## src/rtl/pinscan_pkg.sv

```systemverilog
package pinscan_pkg;
  localparam int unsigned CELL_STAGES = 3;
  localparam int unsigned IDX_DATA    = 0;
  localparam int unsigned IDX_CTRL    = 1;
  localparam int unsigned IDX_PULL    = 2;

  typedef struct packed {
    logic pue;
    logic oe;
    logic dout;
  } pin_drive_t;
endpackage

```

## src/rtl/pinscan_shift.sv

```systemverilog
module pinscan_shift #(
  parameter int unsigned N = 3
) (
  input  logic         tck,
  input  logic         rst_n,
  input  logic         clock_dr,
  input  logic         shift_dr,
  input  logic         scan_in,
  input  logic [N-1:0] capture,
  output logic [N-1:0] stage_q,
  output logic         scan_out
);
  localparam int unsigned LAST = N - 1;

  for (genvar i = 0; i < N; i++) begin : g_stage
    logic prev;
    logic q;
    if (i == 0) begin : g_head
      assign prev = scan_in;
    end else begin : g_link
      assign prev = stage_q[i-1];
    end
    always_ff @(posedge tck or negedge rst_n) begin
      if (!rst_n)        q <= 1'b0;
      else if (clock_dr) q <= shift_dr ? prev : capture[i];
    end
    assign stage_q[i] = q;
  end

  assign scan_out = stage_q[LAST];
endmodule

```

## src/rtl/pinscan_update.sv

```systemverilog
module pinscan_update #(
  parameter int unsigned N = 3
) (
  input  logic         tck,
  input  logic         rst_n,
  input  logic         update_dr,
  input  logic [N-1:0] d,
  output logic [N-1:0] q
);
  always_ff @(negedge tck or negedge rst_n) begin
    if (!rst_n)         q <= '0;
    else if (update_dr) q <= d;
  end
endmodule

```

## src/rtl/pinscan_drive_mux.sv

```systemverilog
module pinscan_drive_mux
  import pinscan_pkg::*;
(
  input  logic       extest,
  input  pin_drive_t from_core,
  input  pin_drive_t from_latch,
  output pin_drive_t to_pad
);
  always_comb begin
    if (extest) to_pad = from_latch;
    else        to_pad = from_core;
  end
endmodule

```

## src/rtl/pinscan_bidir_cell.sv

```systemverilog
module pinscan_bidir_cell
  import pinscan_pkg::*;
(
  input  logic tck,
  input  logic rst_n,
  input  logic clock_dr,
  input  logic shift_dr,
  input  logic update_dr,
  input  logic extest,
  input  logic scan_in,
  output logic scan_out,
  input  logic core_pud,
  input  logic core_ddr,
  input  logic core_port,
  input  logic pad_in,
  output logic pad_oe,
  output logic pad_out,
  output logic pad_pue,
  output logic core_id
);
  localparam int unsigned N = CELL_STAGES;

  logic [N-1:0] capture_vec;
  logic [N-1:0] stage_q;
  logic [N-1:0] latch_q;
  logic         core_pull_req;
  pin_drive_t   core_drive;
  pin_drive_t   latch_drive;
  pin_drive_t   pad_drive;

  assign core_pull_req = ~core_pud & ~core_ddr & core_port;

  always_comb begin
    capture_vec           = '0;
    capture_vec[IDX_DATA] = pad_in;
    capture_vec[IDX_CTRL] = core_ddr;
    capture_vec[IDX_PULL] = core_pull_req;
  end

  pinscan_shift #(.N(N)) u_shift (
    .tck      (tck),
    .rst_n    (rst_n),
    .clock_dr (clock_dr),
    .shift_dr (shift_dr),
    .scan_in  (scan_in),
    .capture  (capture_vec),
    .stage_q  (stage_q),
    .scan_out (scan_out)
  );

  pinscan_update #(.N(N)) u_update (
    .tck       (tck),
    .rst_n     (rst_n),
    .update_dr (update_dr),
    .d         (stage_q),
    .q         (latch_q)
  );

  assign core_drive  = '{pue: core_pull_req, oe: core_ddr, dout: core_port};
  assign latch_drive = '{pue: latch_q[IDX_PULL], oe: latch_q[IDX_CTRL],
                         dout: latch_q[IDX_DATA]};

  pinscan_drive_mux u_mux (
    .extest     (extest),
    .from_core  (core_drive),
    .from_latch (latch_drive),
    .to_pad     (pad_drive)
  );

  assign pad_oe  = pad_drive.oe;
  assign pad_out = pad_drive.dout;
  assign pad_pue = pad_drive.pue;
  assign core_id = pad_in;
endmodule

```

## config.mk

```make
export PLATFORM = sky130hd
export DESIGN_NAME = pinscan_bidir_cell
export DESIGN_NICKNAME = d
export VERILOG_FILES = /design/src/rtl/pinscan_pkg.sv /design/src/rtl/pinscan_shift.sv /design/src/rtl/pinscan_update.sv /design/src/rtl/pinscan_drive_mux.sv /design/src/rtl/pinscan_bidir_cell.sv
export SDC_FILE = /design/constraint.sdc
export NUM_CORES = 1
export LEC_CHECK = 0
export CORE_AREA = 3 3 40 42
export CTS_CLUSTER_DIAMETER = 40
export CTS_CLUSTER_SIZE = 12
export DETAILED_ROUTE_END_ITERATION = 8
export DIE_AREA = 0 0 43 45
export GPL_ROUTABILITY_DRIVEN = 0
export MAX_ROUTING_LAYER = met4
export PLACE_DENSITY = 0.54
export SLEW_MARGIN = 20
export SYNTH_ARGS = -nofsm -noshare
export SYNTH_HDL_FRONTEND = slang
export SYNTH_HIERARCHICAL = 1
export SYNTH_SLANG_ARGS = --single-unit
```

## constraint.sdc

```tcl
create_clock -name tck -period 2.7 [get_ports tck]
set_input_delay 0.54 -clock tck [delete_from_list [all_inputs] [get_ports tck]]
set_output_delay 0.54 -clock tck [all_outputs]
set_load 0.005 [all_outputs]
```

==> results of run 1 <==
-- routing by layer --
metal  vias to the layer above  share of wire, %
li1                        122                 -
met4                         0               2.2
met5                         -                 0
met1                       113                33
met3                         2               9.7
met2                        10                55
-- stage by stage --
stage               area (µm²)  setup slack (ps)  hold slack [ps]  utilization, %  std cells
floorplan                  317               233              244               -         26
global placement           455              -213              447            35.4         52
detailed placement         455              -228              455            35.4         52
CTS                        484              -164              457            37.7         57
global route               512              -178              478            39.8         58
finish                     512              -160              456            39.8         58
-- cells by family after synthesis --
group | after synthesis | synth area share, %
buffers and inverters | 4 | 9.49
AND/OR/NAND/NOR | 4 | 7.51
multiplexers | 9 | 30.8
flip-flops | 6 | 47.4
AO/OA/AOI/OAI | 3 | 4.74
-- synthesized netlist by cell type --
library cell and instances:
buf_4 4, nor2_1 3, dfrtp_1 3, a21oi_1 3, dfrtn_1 3, nor3b_2 1, mux2i_1 3, mux2_2 6
-- worst paths after layout --
kind	startpoint	end	slack, ps
min in group asynchronous	rst_n	u_shift/scan_out	530
max	u_update/q[2]	pad_pue	-160
min	u_update/q[1]	u_update/q[1]	460
max reg2reg	u_shift/scan_out	u_update/q[2]	540
max in group asynchronous	rst_n	u_update/q[1]	710
min reg2reg	u_update/q[1]	u_update/q[1]	460
-- sequential cells by signal, indices dropped and copies added (netlist names) --
| signal | count |
|---|---|
| u_shift/scan_out | 1 |
| u_update/q | 3 |
| u_shift/g_stage.q | 2 |
-- final cells by class --
type	count	share of cell area [%]
repair buffers	17	33.0
flip-flops and latches	6	29.3
clock buffers	4	5.13
well taps	15	3.67
multi-input cells	16	28.9
-- power groups by stage --
| stage | registers [µW] | clock network [µW] | logic [µW] |
|---|---|---|---|
| 2_1_floorplan | 111 | 0 | 30.7 |
| 4_1_cts | 112 | 91.5 | 63.9 |
| 5_1_grt | 113 | 95.8 | 80.6 |
| 3_5_place_dp | 113 | 0 | 62.2 |
| 3_3_place_gp | 112 | 0 | 60.7 |
| 6_report | 112 | 88.0 | 75.2 |
-- repair_timing --
action / CTS / global route
resized for setup: 14 / 4
setup endpoints to repair: 3 / 3
hold endpoints to repair: 0 / 0
buffers inserted: 1 / 1
pin swaps: 0 / 0
-- critical path: cells and delay by family (launching register included) --
family   cells  cell delay (ps)
mux          1              270
buf+inv      1              120
flops        1              340
==> impl_metrics.toml, run 1 <==
[run_status]
status = "finished with violations"
failed_checks = "negative setup slack"

[hold_path]
min_path_cells = 1
min_path_type = "register to register"

[cells_and_area]
multiInputGateArea_um2 = 148
layout.nets = 55
drive_gt1_share_pct = 34.9
n_antenna_cell = 0
synthToLayoutAreaGrowth_pct = 61.7
seq_area_um2 = 150
fillCellCount = 130
final_common_cell = "clkdlybuf4s50_1"

[synth]
synth-seq-cells = 6
syn-cell-area_um2 = 317
synth_area_leaders = "dfrtn_1 24%, dfrtp_1 24%, mux2_2 21%, mux2i_1 9.5%, buf_4 9.5%"
avgSynthCellArea_um2 = 12.2
ys_warn_count = 6
synth.largest_area_cell = "dfrtn_1"
ys_types = 8
yosysSeqAreaShare_pct = 47.4
synthCells = 26
yosys.area.top_type_share_pct = 23.7
synth_nets = 37

[cts]
clkSlewWorstSetupHoldPaths_ps = 30
hold_buffers = 0
clk_latency_ps = 250
cts_buffers = 3
clock-sinks = 6
tritoncts = "built"
cts_max_path_buffers = 2
root_buffer = "clkbuf_4"
htree_levels = 1

[floorplanning]
rows = 13
die_h_um = 45
start_util_pct = 24.6
ioPinCount = 16
coreArea_um2 = 1280
die_x_um = 43
dieArea_um2 = 1940

[critical_path]
r2r_cells = 1
slowest_stage = "dfrtn_1"
crit_fanout = 2
path_cells = "mux2_4 -> buf_6"
startpoint_type = "register"
crit_path_end_kind = "primary output"
worstPathRequired_ps = 2160
critPathArrivalTime_ps = 2320
critical_path_class = "register to primary output"
slowest_delay_ps = 340

[timing]
tns_ps = -458
clock_skew_ps = 7.75
slew_viol_final = 0
rsz0062_at_grt = "yes"
hold_viol = 0
finalSetupViolCount = 3
tightest_slew_ps = 251
finalWorstSetupSlack_ps = -160
slew_headroom_pct = 83.2

[placed_design]
io_buffers = 15
dp_hpwl_um = 555

[grt]
grt.overflow.total = 0
use_met1_pct = 7.37
busiest_layer = "met2"
grt_util_all_layers_pct = 7.60
grtUsageMet3_pct = 2.79
antenna_found_initial = 0
grt_max_degree = 7
grt_pass1_wl_mm = 1.01
use_met2_pct = 12.6
grt_pass1_vias = 249

[power_and_ir_drop]
clkPwrFrac_pct = 32.0
p_sw_share_pct = 22.6
seqPwrFrac_pct = 40.7
internal_power_uw = 213
p_sw_uw = 62.3
total_power_uw = 275
p_leak_uw = 0.000223
max-vdd-ir-drop_uv = 167
pwr-share-comb_pct = 27.3
powerDensity_nw_per_um2 = 538

[detailed_routing]
firstDrtPassIters = 2
antenna_left = 0
via_per_inst = 4.26
wl_um = 678
via_count = 247
drc = 0
first_iter_violations = 1
wl_per_cell_um = 11.7

[run]
maxCapViolCount = 0
Power figures use the tool's default switching activity.
==> run 2, diff against run 1 <==
- RECOVER_POWER: default -> 25
==> run 2 against run 1 <==
The flow still finishes with violations (negative setup slack); global-route usage unchanged; wire length stayed put; total power down 0.10%; core utilization is the same; clock power barely moved; critical path depth is the same; die area stayed put; clock skew is the same; worst setup slack stayed put; count of clock-buffer cells in the layout stayed put; largest power group unchanged.
==> impl_metrics.toml, run 2 (same netlist as run 1, synthesis figures left out) <==
[hold_path]
min_path_type = "register to register"
min_path_cells = 1

[grt]
grt_pass1_wl_mm = 1.01
grt_pass1_vias = 249
grt_max_degree = 7
grt.overflow.total = 0
antenna_found_initial = 0
grt_util_all_layers_pct = 7.60

[floorplanning]
coreArea_um2 = 1280
die_x_um = 43
die_h_um = 45
rows = 13
ioPinCount = 16
dieArea_um2 = 1940
start_util_pct = 24.6

[critical_path]
slowest_delay_ps = 340
path_cells = "mux2_4 -> buf_6"
crit_path_end_kind = "primary output"
r2r_cells = 1
critical_path_class = "register to primary output"
slowest_stage = "dfrtn_1"
startpoint_type = "register"
critPathArrivalTime_ps = 2320
crit_fanout = 2
worstPathRequired_ps = 2160

[timing]
finalSetupViolCount = 3
tightest_slew_ps = 256
clock_skew_ps = 7.75
slew_viol_final = 0
rsz0062_at_grt = "yes"
finalWorstSetupSlack_ps = -160
tns_ps = -458
holdWs_ps = 456
hold_viol = 0
slew_headroom_pct = 82.9

[cts]
root_buffer = "clkbuf_4"
cts_buffers = 3
cts_max_path_buffers = 2
clock-sinks = 6
htree_levels = 1
clk_latency_ps = 250
clkSlewWorstSetupHoldPaths_ps = 30
tritoncts = "built"
hold_buffers = 0

[detailed_routing]
via_per_inst = 4.26
wl_per_cell_um = 11.7
wl_um = 678
antenna_left = 0
drc = 0
via_count = 247
first_iter_violations = 1
firstDrtPassIters = 2

[cells_and_area]
multiInputGateArea_um2 = 148
top_register = "u_update/q"
final_common_cell = "clkdlybuf4s50_1"
seq_area_um2 = 150
n_antenna_cell = 0
synthToLayoutAreaGrowth_pct = 61.7
largest_reg_flops = 3
fillCellCount = 130
fin_cells = 58
drive_gt1_share_pct = 34.9
layout.nets = 55

[power_and_ir_drop]
max-vdd-ir-drop_uv = 166
p_leak_uw = 0.000223
powerDensity_nw_per_um2 = 537
total_power_uw = 275

[placed_design]
io_buffers = 15
dp_cells = 52
dpl_worst_slack_ps = -228
dp_hpwl_um = 555

[run_status]
status = "finished with violations"
failed_checks = "negative setup slack"

[run]
maxCapViolCount = 0
[run 2: per-layer routing]
layer,wire length [µm],GRT usage (%),vias up
li1,-,-,122
met1,223,7.37,113
met2,373,12.6,10
met3,66,2.79,2
met4,15,5.42,0
met5,0,-,-
[run 2: power breakdown]
part / internal (µW) / switching, µW / total [µW]
clock network: 56.0 / 32.1 / 88.0
logic: 53.0 / 22.0 / 74.9
registers: 104 / 8.26 / 112
[run 2: area by class of cell]
cell class	count	area share [%]
clock buffer	4	5.13
multi-input combinational	16	28.9
sequential	6	29.3
tap	15	3.67
timing repair buffer	17	33.0
[run 2: worst max-delay path, delay by kind of cell (launching register included)]
family	cells	cell delay, ps
buf+inv	1	120
mux	1	270
flops	1	340
[run 2: final timing paths]
check                                 start          endpoint  slack, ps
max                           u_update/q[2]           pad_pue       -160
min                           u_update/q[1]     u_update/q[1]        460
max reg2reg                u_shift/scan_out     u_update/q[2]        540
min reg2reg                   u_update/q[1]     u_update/q[1]        460
max in group asynchronous             rst_n     u_update/q[1]        630
min in group asynchronous             rst_n  u_shift/scan_out        600
[run 2: repair_timing]
| action | 4_1_cts | 5_1_grt |
|---|---|---|
| setup endpoints to repair | 3 | 3 |
| buffers inserted | 1 | 1 |
| gates resized for setup | 14 | 4 |
| gates cloned | 0 | 0 |
| hold endpoints to repair | 0 | 0 |
[run 2: stage by stage]
| step | util, % | instance area [µm²] |
|---|---|---|
| finish | 39.8 | 512 |
| floorplan | - | 317 |
| CTS | 37.7 | 484 |
| global route | 39.8 | 512 |
| global placement | 35.4 | 455 |
| detailed placement | 35.4 | 455 |
==> run 3, diff against run 2 <==
- SETUP_SLACK_MARGIN: default -> 0.2
==> run 3 against run 2 <==
The flow still finishes with violations (negative setup slack); worst setup slack got worse by 2.4 ps; first-iteration DRC count is the same; critical path depth is the same; clock skew about the same; die area unchanged; critical endpoint unchanged.
==> impl_metrics.toml, run 3 (same netlist as run 1, synthesis figures left out) <==
[run_status]
status = "finished with violations"
failed_checks = "negative setup slack"

[detailed_routing]
top_layer_used = "met4"
antenna_left = 0
wl_um = 680
wl_per_cell_um = 11.7
drc = 0
via_per_inst = 4.26
wl_met1_um = 223
via_count = 247
firstDrtPassIters = 2
met3_wirelength_um = 66
first_iter_violations = 1
routed-wl-met2_um = 374

[timing]
rsz0062_at_grt = "yes"
slew_headroom_pct = 82.8
holdWs_ps = 456
finalSetupViolCount = 3
tightest_slew_ps = 257
slew_viol_final = 0
tns_ps = -461
clock_skew_ps = 7.95
finalWorstSetupSlack_ps = -162
hold_viol = 0

[cts]
clkSlewWorstSetupHoldPaths_ps = 30
hold_buffers = 0
root_buffer = "clkbuf_4"
cts_buffers = 3
clock-sinks = 6
tritoncts = "built"
cts_max_path_buffers = 2
clk_latency_ps = 250
htree_levels = 1

[power_and_ir_drop]
p_sw_uw = 62.7
clkPwrFrac_pct = 32.1
max-vdd-ir-drop_uv = 166
p_leak_uw = 0.000225
p_sw_share_pct = 22.8
seqPwrFrac_pct = 40.8
powerDensity_nw_per_um2 = 538
internal_power_uw = 212
pwr-share-comb_pct = 27.1

[critical_path]
path_cells = "mux2_4 -> buf_6"
slowest_stage = "dfrtn_1"
worstPathRequired_ps = 2160
worst-path-buf-inv = 1
cpLargestDelayFamily = "flip-flops"
r2r_cells = 1
worstReg2RegStart = "u_shift/scan_out"
slowest_delay_ps = 340
rrSetupSlack_ps = 540
crit_path_end_kind = "primary output"
timing.rr.end = "u_update/q[2]"
startpoint_type = "register"
crit_fanout = 2
critPathArrivalTime_ps = 2320
critical_path_class = "register to primary output"

[floorplanning]
dieArea_um2 = 1940
die_h_um = 45
ioPinCount = 16
rows = 13
coreArea_um2 = 1280
start_util_pct = 24.6
die_x_um = 43

[grt]
grt.overflow.total = 0
grt_pass1_wl_mm = 1.03
grt_util_all_layers_pct = 7.69
antenna_found_initial = 0
grt_max_degree = 7
grt_pass1_vias = 252

[hold_path]
min_path_type = "register to register"
hold_start = "u_update/q[1]"
min_path_cells = 1
hold_end = "u_update/q[1]"

[cells_and_area]
synthToLayoutAreaGrowth_pct = 61.3
design_area_um2 = 510
top_register = "u_update/q"
fillCellCount = 131
largest_reg_flops = 3
fin_cells = 58
n_antenna_cell = 0
multiInputGateArea_um2 = 148
layout.nets = 55
final_common_cell = "clkdlybuf4s50_1"
seq_area_um2 = 150
drive_gt1_share_pct = 34.9

[placed_design]
io_buffers = 15
dpl_cell_area_um2 = 455
dp_hpwl_um = 555
dp_cells = 52

[run]
maxCapViolCount = 0
[run 3: cell types whose count changed in the layout (fill, tap and decap cells not counted), sizes merged]
cell	delta
dlygate4sd2	+1
clkdlybuf4s50	-1
[run 3: worst max-delay path by stage]
stage,start,end,slack (ps),cells past startpoint
6_report,u_update/q[2],pad_pue,-160,2
3_5_place_dp,u_update/q[2],pad_pue,-230,2
2_1_floorplan,u_update/q[1],pad_oe,230,1
3_3_place_gp,u_update/q[1],pad_oe,-210,2
5_1_grt,u_update/q[2],pad_pue,-180,2
4_1_cts,u_update/q[0],pad_out,-160,2
[run 3: stage by stage]
step                      power [µW]  setup WS [ps]  util (%)
after global routing             289           -178      39.7
after global placement           173           -213      35.4
after floorplan                  141            233         -
after detailed placement         175           -228      35.4
final                            275           -162      39.7
after CTS                        267           -164      37.6
[run 3: final cells by class]
| class | count | share of cell area (%) |
|---|---|---|
| sequential | 6 | 29.4 |
| clock buffer | 4 | 5.15 |
| multi-input combinational | 16 | 28.9 |
| timing repair buffer | 17 | 32.8 |
| tap | 15 | 3.68 |
[run 3: power by group through the flow]
stage          logic [µW]  registers [µW]  clock network (µW)
2_1_floorplan        30.7             111                   0
3_3_place_gp         60.7             112                   0
3_5_place_dp         62.2             113                   0
4_1_cts              63.4             112                91.5
5_1_grt              79.9             113                95.8
6_report             74.5             112                88.2
[run 3: what timing repair did]
action                                  in CTS  in global routing
pin swaps                                    0                  0
resized for setup                           15                  4
buffers inserted                             1                  1
endpoints found under the setup margin       6                  3
cloned                                       0                  0
[run 3: layer usage]
| layer | vias to the layer above | GRT usage, % |
|---|---|---|
| met4 | 0 | 5.42 |
| met2 | 10 | 12.6 |
| li1 | 122 | - |
| met1 | 113 | 7.62 |
| met3 | 2 | 2.79 |
| met5 | - | - |
